**src/rtl/intc_agg_pkg.sv**
```systemverilog
package intc_agg_pkg;
    localparam int DEF_BANKS = 4;
    localparam int DEF_SRCS  = 6;
    localparam int DEF_WORD  = 16;
    localparam int GIE_POS   = 0;

    // Writable bits of the enable register: global enable plus source enables.
    function automatic logic [31:0] en_keep(input int banks, input int srcs);
        logic [31:0] m;
        m = '0;
        m[GIE_POS] = 1'b1;
        for (int k = 0; k < srcs; k++) m[banks + k] = 1'b1;
        return m;
    endfunction
endpackage

```
**src/rtl/intc_status_cap.sv**
```systemverilog
module intc_status_cap #(
    parameter int NBANK = intc_agg_pkg::DEF_BANKS,
    parameter int NSRC  = intc_agg_pkg::DEF_SRCS,
    localparam int NST  = NBANK + NSRC
) (
    input  logic             clk,
    input  logic             rst_n,
    input  logic             run,
    input  logic [NBANK-1:0] bank_sum,
    input  logic [NSRC-1:0]  src_irq,
    output logic [NST-1:0]   stat
);
    typedef struct packed {
        logic [NST-1:0] stat;
    } cap_t;

    cap_t st_d, st_q;

    always_comb begin
        st_d = st_q;
        if (run) st_d.stat = {src_irq, bank_sum};
    end

    always_ff @(posedge clk or negedge rst_n) begin
        if (!rst_n) st_q <= '0;
        else        st_q <= st_d;
    end

    assign stat = st_q.stat;
endmodule

```
**src/rtl/intc_enable_reg.sv**
```systemverilog
module intc_enable_reg #(
    parameter int NBANK = intc_agg_pkg::DEF_BANKS,
    parameter int NSRC  = intc_agg_pkg::DEF_SRCS,
    parameter int WORD  = intc_agg_pkg::DEF_WORD
) (
    input  logic            clk,
    input  logic            rst_n,
    input  logic            run,
    input  logic            we,
    input  logic [WORD-1:0] wdata,
    output logic [WORD-1:0] en
);
    localparam logic [31:0]     KEEP32 = intc_agg_pkg::en_keep(NBANK, NSRC);
    localparam logic [WORD-1:0] KEEP   = KEEP32[WORD-1:0];

    typedef struct packed {
        logic [WORD-1:0] en;
    } enr_t;

    enr_t r_d, r_q;

    always_comb begin
        r_d = r_q;
        if (run && we) r_d.en = wdata & KEEP;
    end

    always_ff @(posedge clk or negedge rst_n) begin
        if (!rst_n) r_q <= '0;
        else        r_q <= r_d;
    end

    assign en = r_q.en;
endmodule

```
**src/rtl/intc_line_gen.sv**
```systemverilog
module intc_line_gen #(
    parameter int NBANK = intc_agg_pkg::DEF_BANKS,
    parameter int NSRC  = intc_agg_pkg::DEF_SRCS,
    parameter int WORD  = intc_agg_pkg::DEF_WORD,
    localparam int NST  = NBANK + NSRC
) (
    input  logic            clk,
    input  logic            rst_n,
    input  logic            run,
    input  logic            rd,
    input  logic [NST-1:0]  stat,
    input  logic [WORD-1:0] en,
    output logic            line
);
    typedef struct packed {
        logic line;
    } ln_t;

    ln_t l_d, l_q;
    logic [NSRC-1:0] src_live;

    // Per-source gating: source k is live when pending and enabled.
    for (genvar k = 0; k < NSRC; k++) begin : g_gate
        assign src_live[k] = stat[NBANK + k] & en[NBANK + k];
    end

    always_comb begin
        l_d.line = run && !rd && en[intc_agg_pkg::GIE_POS]
                   && ((|stat[NBANK-1:0]) || (|src_live));
    end

    always_ff @(posedge clk or negedge rst_n) begin
        if (!rst_n) l_q <= '0;
        else        l_q <= l_d;
    end

    assign line = l_q.line;
endmodule

```
**src/rtl/intc_agg_top.sv**
```systemverilog
module intc_agg_top #(
    parameter int NBANK = intc_agg_pkg::DEF_BANKS,
    parameter int NSRC  = intc_agg_pkg::DEF_SRCS,
    parameter int WORD  = intc_agg_pkg::DEF_WORD,
    localparam int NST  = NBANK + NSRC
) (
    input  logic             clk,
    input  logic             rst_n,
    input  logic             ctl_clk_en,
    input  logic [NBANK-1:0] bank_sum,
    input  logic [NSRC-1:0]  src_irq,
    input  logic             en_we,
    input  logic [WORD-1:0]  en_wdata,
    input  logic             st_re,
    output logic [WORD-1:0]  st_rdata,
    output logic [WORD-1:0]  en_rdata,
    output logic             host_irq
);
    logic [NST-1:0]  stat;
    logic [WORD-1:0] en;

    intc_status_cap #(.NBANK(NBANK), .NSRC(NSRC)) u_cap (
        .clk(clk), .rst_n(rst_n), .run(ctl_clk_en),
        .bank_sum(bank_sum), .src_irq(src_irq), .stat(stat)
    );

    intc_enable_reg #(.NBANK(NBANK), .NSRC(NSRC), .WORD(WORD)) u_en (
        .clk(clk), .rst_n(rst_n), .run(ctl_clk_en),
        .we(en_we), .wdata(en_wdata), .en(en)
    );

    intc_line_gen #(.NBANK(NBANK), .NSRC(NSRC), .WORD(WORD)) u_line (
        .clk(clk), .rst_n(rst_n), .run(ctl_clk_en), .rd(st_re),
        .stat(stat), .en(en), .line(host_irq)
    );

    assign st_rdata = {{(WORD-NST){1'b0}}, stat};
    assign en_rdata = en;
endmodule

```
**config.mk**
```make
export PLATFORM = sky130hd
export DESIGN_NAME = intc_agg_top
export DESIGN_NICKNAME = d
export VERILOG_FILES = /design/src/rtl/intc_agg_pkg.sv /design/src/rtl/intc_status_cap.sv /design/src/rtl/intc_enable_reg.sv /design/src/rtl/intc_line_gen.sv /design/src/rtl/intc_agg_top.sv
export SDC_FILE = /design/constraint.sdc
export NUM_CORES = 1
export LEC_CHECK = 0
export BUFFER_PORTS_ARGS = -buffer_cell sky130_fd_sc_hd__buf_2
export CORE_UTILIZATION = 30
export CTS_CLUSTER_DIAMETER = 30
export DETAILED_ROUTE_END_ITERATION = 8
export PLACE_DENSITY = 0.7
export SYNTH_ARGS = -nofsm -noshare
export SYNTH_HDL_FRONTEND = slang
export SYNTH_SLANG_ARGS = --single-unit
```
**constraint.sdc**
```tcl
create_clock -name clk -period 1.11 [get_ports clk]
set_input_delay 0.222 -clock clk [delete_from_list [all_inputs] [get_ports clk]]
set_output_delay 0.222 -clock clk [all_outputs]
set_load 0.005 [all_outputs]
```
After elaboration in Yosys (flattened, before gate mapping)
Index checks and enable logic that the tools add are counted.
Storage, ports and cells
  register bits after elaboration: 18
  input port bits: 31
  output and inout port bits: 33
  logic and storage cells: 17
Cells by class
  bitwise operators: 6
  reductions and logical operators: 8
Operators by type and width (count)
  $and A1 B1 Y1: 6
  $reduce_or A6 Y1: 1
  $logic_and A1 B1 Y1: 4
  $reduce_or A4 Y1: 1
  $logic_not A1 Y1: 1
  $logic_or A1 B1 Y1: 1

Longest topological paths before layout
Gate-level depths: netlist of run 1.
  depth after elaboration: 4
  depth in mapped cells: 3
  gate-level depth less buffers: 3

By module
From an unflattened synthesis of run 1, not the netlist that was laid out.
Second synthesis, totals
  cell total of the unflattened synthesis: 60
  area, all modules: 867.1 µm²
By module, submodules not included
  intc_status_cap: instances 1, cells each 21, area each 411.6 µm², sequential area each 250.2 µm²
  intc_enable_reg: instances 1, cells each 25, area each 331.6 µm², sequential area each 175.2 µm²
  intc_line_gen: instances 1, cells each 7, area each 75.1 µm², sequential area each 25.0 µm²
  intc_agg_top: instances 1, cells each 7, area each 48.8 µm², sequential area each 0.0 µm²

Worst setup path before layout of run 1
No wires, ideal clock.
  kind: register -> register
  from: register u_cap.st_q, in the netlist u_cap.stat[4]
  to: register u_line.l_q (netlist: u_line.line)
  setup time: 143 ps
  arrival: 929 ps
  data required time: 967 ps
  path slack: 38 ps
  stages on the path, launching flop included: 4
  path buffers: 0
  period minus slack after synthesis: 1072 ps
  path through: dfrtp_1 > a22o_2 > a221oi_2 > a311oi_2
On the way
  word-level cells in the longest chain between the ends: 4
Ends and longest elaborated chain
  from (decl): RTL line intc_status_cap.sv:17  | cap_t st_d, st_q;
  from (signal assigned): RTL line intc_status_cap.sv:26  | else st_q <= st_d;
  $and A1 B1 Y1: RTL line intc_line_gen.sv:24  | assign src_live[k] = stat[NBANK + k] & en[NBANK + k];
  $reduce_or A6 Y1: RTL line intc_line_gen.sv:29  | && ((|stat[NBANK-1:0]) || (|src_live));
  $logic_or A1 B1 Y1: RTL line intc_line_gen.sv:29
  $logic_and A1 B1 Y1: RTL line intc_line_gen.sv:29
  via u_line.l_d: RTL line intc_line_gen.sv:19  | ln_t l_d, l_q;
  to (signal assigned): RTL line intc_line_gen.sv:34  | else l_q <= l_d;
  to (decl): RTL line intc_line_gen.sv:19
The timed path passes the listed nets, and every way through them passes these cells.
A chain may end at the register's enable or synchronous reset.

Worst setup path in the final report of run 1
  from: register u_cap.st_q, in the netlist u_cap.stat[4]
  to: output port st_rdata[4]
RTL lines
  to (decl): RTL line intc_agg_top.sv:15  | output logic [WORD-1:0] st_rdata,
No word-level cell between the ends.

==> flow_summary.json, run 1 <==
{
  "period_minus_slack_ns": 1.14,
  "skew_ns": 0.00127,
  "dieArea_mm2": 0.00300,
  "wl_mm": 1.55,
  "r2r_slack_ns": -0.02,
  "hold_violations": 0,
  "grt_remaining_overflow": 0,
  "cp-end-kind": "primary output",
  "critical_path_arrival_ns": 0.91,
  "p_clk_frac": 0.253,
  "grt_start_max_net_pins": 19,
  "ant_nets": 0,
  "switching_share": 0.250,
  "grtUsageTotal": 0.112,
  "cp-start-kind": "flop",
  "cap_violations": 0,
  "drc_errors": 0,
  "start_util": 0.328,
  "portBuffers": 39,
  "wl_per_cell_um": 11.1,
  "slew_violations": 0,
  "reg2regPathDepth": 3,
  "setup-violations-final": 5,
  "insertedDiodeCount": 0,
  "cts-root-buf": "clkbuf_4",
  "ys_warn_count": 0,
  "h-tree-depth": 1,
  "synthDistinctLibCells": 11,
  "min_to": "u_line.line$_DFF_PN0_",
  "crit_type": "flop to primary output",
  "pin_count": 64,
  "combPwrFrac": 0.239,
  "fin_ws_ns": -0.0264,
  "drive_gt1_frac": 0.673,
  "regToRegEndpoint": "u_line.line$_DFF_PN0_",
  "period_share": 1.02,
  "regArea_um2": 450,
  "grt_pass1_vias": 510,
  "die_x_um": 54.8,
  "failed_checks": "setup timing",
  "p_seq_frac": 0.508,
  "vias_per_cell": 4.21,
  "clk_latency_ns": 0.28,
  "cellPowerDensity_mw_per_mm2": 1340,
  "synth_area_per_cell_um2": 14.2,
  "synth_seq_area_share": 0.539,
  "holdPathStages": 2,
  "grt_pass1_wl_mm": 2.33,
  "fmax_mhz": 880,
  "route.vias.total": 590,
  "ir_worst_vdd_mv": 0.864,
  "netlist_instances": 59,
  "final_cell_mix": "35 x buf_2, 18 x dfrtp_1, 17 x mux2_2",
  "ctsLongestPathBuffers": 2,
  "hp-start": "st_re",
  "fin_nets": 142,
  "fin_setup_tns_ns": -0.115,
  "fp-row-count": 18,
  "ys_ff_latch": 18,
  "net-switching-power_mw": 0.389,
  "critPathMaxFanout": 2,
  "gp_congestion": 0.636,
  "final_common_cell": "buf_2",
  "synth_area_um2": 836,
  "p_leak_nw": 0.587,
  "syn2layout_area_growth_pct": 39.1,
  "place_ws_ns": -0.0112,
  "worst_ep_required_time_ns": 0.89,
  "startpoint": "u_cap.stat[4]$_DFFE_PN0P_",
  "drtPass1Iterations": 3,
  "p_int_mw": 1.17,
  "hp-class": "input pin to flop",
  "fp.coreArea_mm2": 0.00254,
  "tritoncts": "yes",
  "worstReg2RegStart": "u_cap.stat[4]$_DFFE_PN0P_",
  "antenna_found_initial": 0,
  "cts_inserted_buffers": 3,
  "rsz0062_at_grt": "true",
  "multiInputGateArea_um2": 325,
  "hpwl_mm": 1.20,
  "run_status": "complete, but fails checks",
  "cts.clk_slew.worst_paths_ns": 0.10,
  "die_h_um": 54.8,
  "cts.sinks": 18,
  "dr.first_iter.drc_count": 1,
  "fill_cells": 255
}
==> registers in the layout, indices dropped and copies added, names as in the netlist <==
| register | cells |
|---|---|
| u_cap.stat | 10 |
| u_en.en | 7 |
| u_line.line | 1 |
==> what timing repair did <==
| item | CTS | global route |
|---|---|---|
| setup buffers | 0 | 3 |
| hold endpoints to repair | 18 | 0 |
| setup endpoints to repair | 5 | 8 |
| hold buffers | 1 | 0 |
| resized for setup | 8 | 1 |
==> synth_stat cells <==
| library cell | instances | share of area |
|---|---|---|
| a22o_2 | 1 | 0.012 |
| nand2_2 | 2 | 0.015 |
| buf_4 | 15 | 0.13 |
| nor4_1 | 1 | 0.0075 |
| a22oi_1 | 1 | 0.0090 |
| buf_6 | 1 | 0.013 |
| conb_1 | 1 | 0.0045 |
| a311oi_2 | 1 | 0.018 |
| mux2_2 | 17 | 0.23 |
| dfrtp_1 | 18 | 0.54 |
| a221oi_2 | 1 | 0.018 |
==> power by group through the flow <==
stage	logic [mW]	clock network (mW)	registers [mW]
2_1_floorplan	0.167	0	0.806
3_3_place_gp	0.305	0	0.797
3_5_place_dp	0.310	0	0.800
4_1_cts	0.346	0.407	0.790
5_1_grt	0.413	0.444	0.803
6_report	0.371	0.394	0.791
==> layer usage <==
layer | up-vias | share of wire | global-route usage
li1 | 277 | - | -
met1 | 274 | 0.43 | 0.149
met2 | 39 | 0.47 | 0.177
met3 | 0 | 0.10 | 0.0306
met4 | 0 | 0 | 0.0256
met5 | - | 0 | 0
==> worst max path at each step <==
stage | end
finish | st_rdata[4]
detailed placement | u_line.line$_DFF_PN0_
global route | u_line.line$_DFF_PN0_
global placement | u_line.line$_DFF_PN0_
CTS | u_line.line$_DFF_PN0_
floorplan | u_line.line$_DFF_PN0_
==> per-stage QoR <==
step	hold WS, ns	std cells	total power [mW]	util	cell area [um^2]
5_1_grt	0.0692	140	1.66	0.457	1160
6_report	0.0887	140	1.56	0.457	1160
3_3_place_gp	0.170	132	1.10	0.410	1040
3_5_place_dp	0.171	132	1.11	0.410	1040
4_1_cts	0.0811	137	1.54	0.443	1130
2_1_floorplan	-0.0736	73	0.973	-	888
==> layout make-up <==
| cell class | instances | share of cell area |
|---|---|---|
| flip-flops and latches | 18 | 0.388 |
| repair buffers | 49 | 0.269 |
| multi-input cells | 39 | 0.280 |
| clock buffers | 4 | 0.0312 |
| well taps | 30 | 0.0323 |
==> cell families (layout without fill, tap and decap cells) <==
group	after synthesis	in the layout	share of synthesized area
AOI/OAI and AO/OA	4	4	0.0569
buffers and inverters	16	53	0.148
DFF	18	18	0.539
muxes	17	17	0.229
other	1	15	0.00449
and+or+nand+nor	3	3	0.0225
==> worst max-delay path: stages (launching register included) <==
cell     delay [ns]
dfrtp_1        0.41
buf_6          0.12
buf_6          0.10
No activity file was read; power rests on OpenSTA's default activity.
==> run 2, diff against run 1 <==
--- a/config.mk
+++ b/config.mk
@@ -5,11 +5,12 @@
 export SDC_FILE = /design/constraint.sdc
 export NUM_CORES = 1
 export LEC_CHECK = 0
+export ABC_AREA = 1
 export BUFFER_PORTS_ARGS = -buffer_cell sky130_fd_sc_hd__buf_2
 export CORE_UTILIZATION = 30
 export CTS_CLUSTER_DIAMETER = 30
 export DETAILED_ROUTE_END_ITERATION = 8
-export PLACE_DENSITY = 0.7
+export PLACE_DENSITY = 0.69
 export SYNTH_ARGS = -nofsm -noshare
 export SYNTH_HDL_FRONTEND = slang
 export SYNTH_SLANG_ARGS = --single-unit
==> flow_summary.json, run 2 <==
{
  "cp.buffers_inverters": 1,
  "p_leak_nw": 0.605,
  "grt_pass1_vias": 663,
  "cp-end-kind": "primary output",
  "startpoint": "u_en.en[4]$_DFFE_PN0P_",
  "grtUsageTotal": 0.120,
  "crit_type": "flop to primary output",
  "synth_area_um2": 871,
  "period_share": 0.952,
  "hp-class": "input pin to flop",
  "grt_start_max_net_pins": 19,
  "ys_warn_count": 0,
  "final_cell_mix": "39 x buf_2, 25 x nand2_1, 18 x dfrtp_1",
  "synth_edf_count": 0,
  "hold_violations": 0,
  "ys_ff_latch": 18,
  "cellPowerDensity_mw_per_mm2": 1270,
  "die_h_um": 55.9,
  "hpwl_mm": 1.37,
  "regArea_um2": 450,
  "critPathMaxFanout": 3,
  "vias_per_cell": 4.37,
  "synth_area_leader_cell": "dfrtp_1",
  "pin_count": 64,
  "synth.top_cell.area_share": 0.517,
  "run_status": "finished, final reports clean",
  "ctsLongestPathBuffers": 2,
  "syn2layout_area_growth_pct": 24.1,
  "async_flop_share": 1.00,
  "worstReg2RegStart": "u_cap.stat[3]$_DFFE_PN0P_",
  "worst_ep_required_time_ns": 0.89,
  "cts.sinks": 18,
  "multiInputGateArea_um2": 329,
  "cp-start-kind": "flop",
  "clk_latency_ns": 0.28,
  "gp_congestion": 0.670,
  "route.vias.total": 690,
  "regToRegEndpoint": "u_line.line$_DFF_PN0_",
  "setup-violations-final": 0,
  "fin_cells": 158,
  "rsz0062_at_grt": "false",
  "reg2regPathDepth": 4,
  "portBuffers": 39,
  "period_minus_slack_ns": 1.06,
  "fin_setup_tns_ns": 0,
  "yosys-top-cells-count": "25 x nand2_1, 18 x dfrtp_1, 15 x buf_4",
  "synth_area_leaders": "dfrtp_1 52%, buf_4 13%, mux2_2 12%, nand2_1 11%, nand3_1 4.0%",
  "cp_slowest_cell": "dfrtp_1",
  "final_common_cell": "buf_2",
  "synthDistinctLibCells": 13,
  "fp.coreArea_mm2": 0.00276,
  "tritoncts": "yes",
  "ys.flop_type": "dfrtp_1",
  "dr.first_iter.drc_count": 13,
  "drtPass1Iterations": 4,
  "wl_mm": 1.75,
  "path_cells": "buf_2",
  "ir_worst_vdd_mv": 0.842,
  "cts_inserted_buffers": 3,
  "synth_area_per_cell_um2": 10.2,
  "fmax_mhz": 947,
  "fill_cells": 290,
  "ant_nets": 0,
  "fp-row-count": 19,
  "cp_num_cells": 1,
  "fin_nets": 160,
  "insertedDiodeCount": 0,
  "critical_path_arrival_ns": 0.83,
  "drive_gt1_frac": 0.433,
  "grt_pass1_wl_mm": 2.92,
  "h-tree-depth": 1,
  "cts.clk_slew.worst_paths_ns": 0.10,
  "largest_reg_flops": 10,
  "die_x_um": 55.9,
  "worstSetupEndpoint": "en_rdata[4]",
  "r2r_slack_ns": 0.27,
  "skew_ns": 0.00513,
  "grt_remaining_overflow": 0,
  "wl_per_cell_um": 11.1,
  "dieArea_mm2": 0.00312,
  "antenna_found_initial": 0,
  "synth.most_common_cell": "nand2_1",
  "cp_top_family": "flip-flops",
  "cts-root-buf": "clkbuf_4",
  "cap_violations": 0,
  "place_inst": 154,
  "slew_violations": 0,
  "synth_seq_area_share": 0.517,
  "slowest_delay_ns": 0.41,
  "start_util": 0.316,
  "drc_errors": 0,
  "netlist_instances": 85
}
## run 2: final cells by class
class / instances / area share
sequential: 18 / 0.417
multi-input combinational: 63 / 0.304
clock buffer: 3 / 0.0208
tap: 31 / 0.0359
timing repair buffer: 43 / 0.222
## run 2: logic make-up after synthesis
logic type             after synthesis  synth area share
muxes                               10             0.134
DFF                                 18             0.517
other                                1           0.00431
and+or+nand+nor                     37             0.174
buffers and inverters               18             0.165
AOI/OAI and AO/OA                    1           0.00574
## run 2: report_power, final
part / switching (mW) / internal (mW)
Clock: 0.189 / 0.126
Sequential: 0.0525 / 0.726
Combinational: 0.129 / 0.146
## run 2: repair_timing
action,CTS,global route
hold buffers,1,0
hold endpoints to repair,18,0
setup buffers,0,0
gates resized for setup,0,0
## run 2: worst min-delay path by stage
stage                                end  cells past startpoint  slack [ns]         from
2_1_floorplan  u_cap.stat[0]$_DFFE_PN0P_                      0       -0.07        rst_n
3_3_place_gp   u_cap.stat[4]$_DFFE_PN0P_                      1        0.16        rst_n
3_5_place_dp   u_cap.stat[5]$_DFFE_PN0P_                      1        0.18        rst_n
4_1_cts        u_cap.stat[4]$_DFFE_PN0P_                      2        0.15   src_irq[0]
5_1_grt        u_cap.stat[9]$_DFFE_PN0P_                      2        0.15   src_irq[5]
6_report       u_cap.stat[2]$_DFFE_PN0P_                      2        0.16  bank_sum[2]
## run 2: metal layers
metal	track usage	routed length, um
met3	0.0256	140
met2	0.194	816
met4	0.0523	8
met1	0.154	784
met5	0	0
## run 2: worst reg2reg max path, delay by kind of cell, from the launching register on
family	cells	cell delay, ns
flops	1	0.41
simple gates	3	0.26
compound gates	1	0.07
## run 2: stage by stage
step	hold slack, ns	power, mW	setup slack (ns)	instance area [um^2]	util
6_report	0.165	1.37	0.0537	1080	0.392
5_1_grt	0.150	1.46	0.00404	1080	0.392
4_1_cts	0.153	1.40	0.0402	1080	0.392
3_5_place_dp	0.183	1.07	0.0817	1050	0.380
3_3_place_gp	0.165	1.06	0.0863	1050	0.380
2_1_floorplan	-0.0736	0.958	0.237	923	-
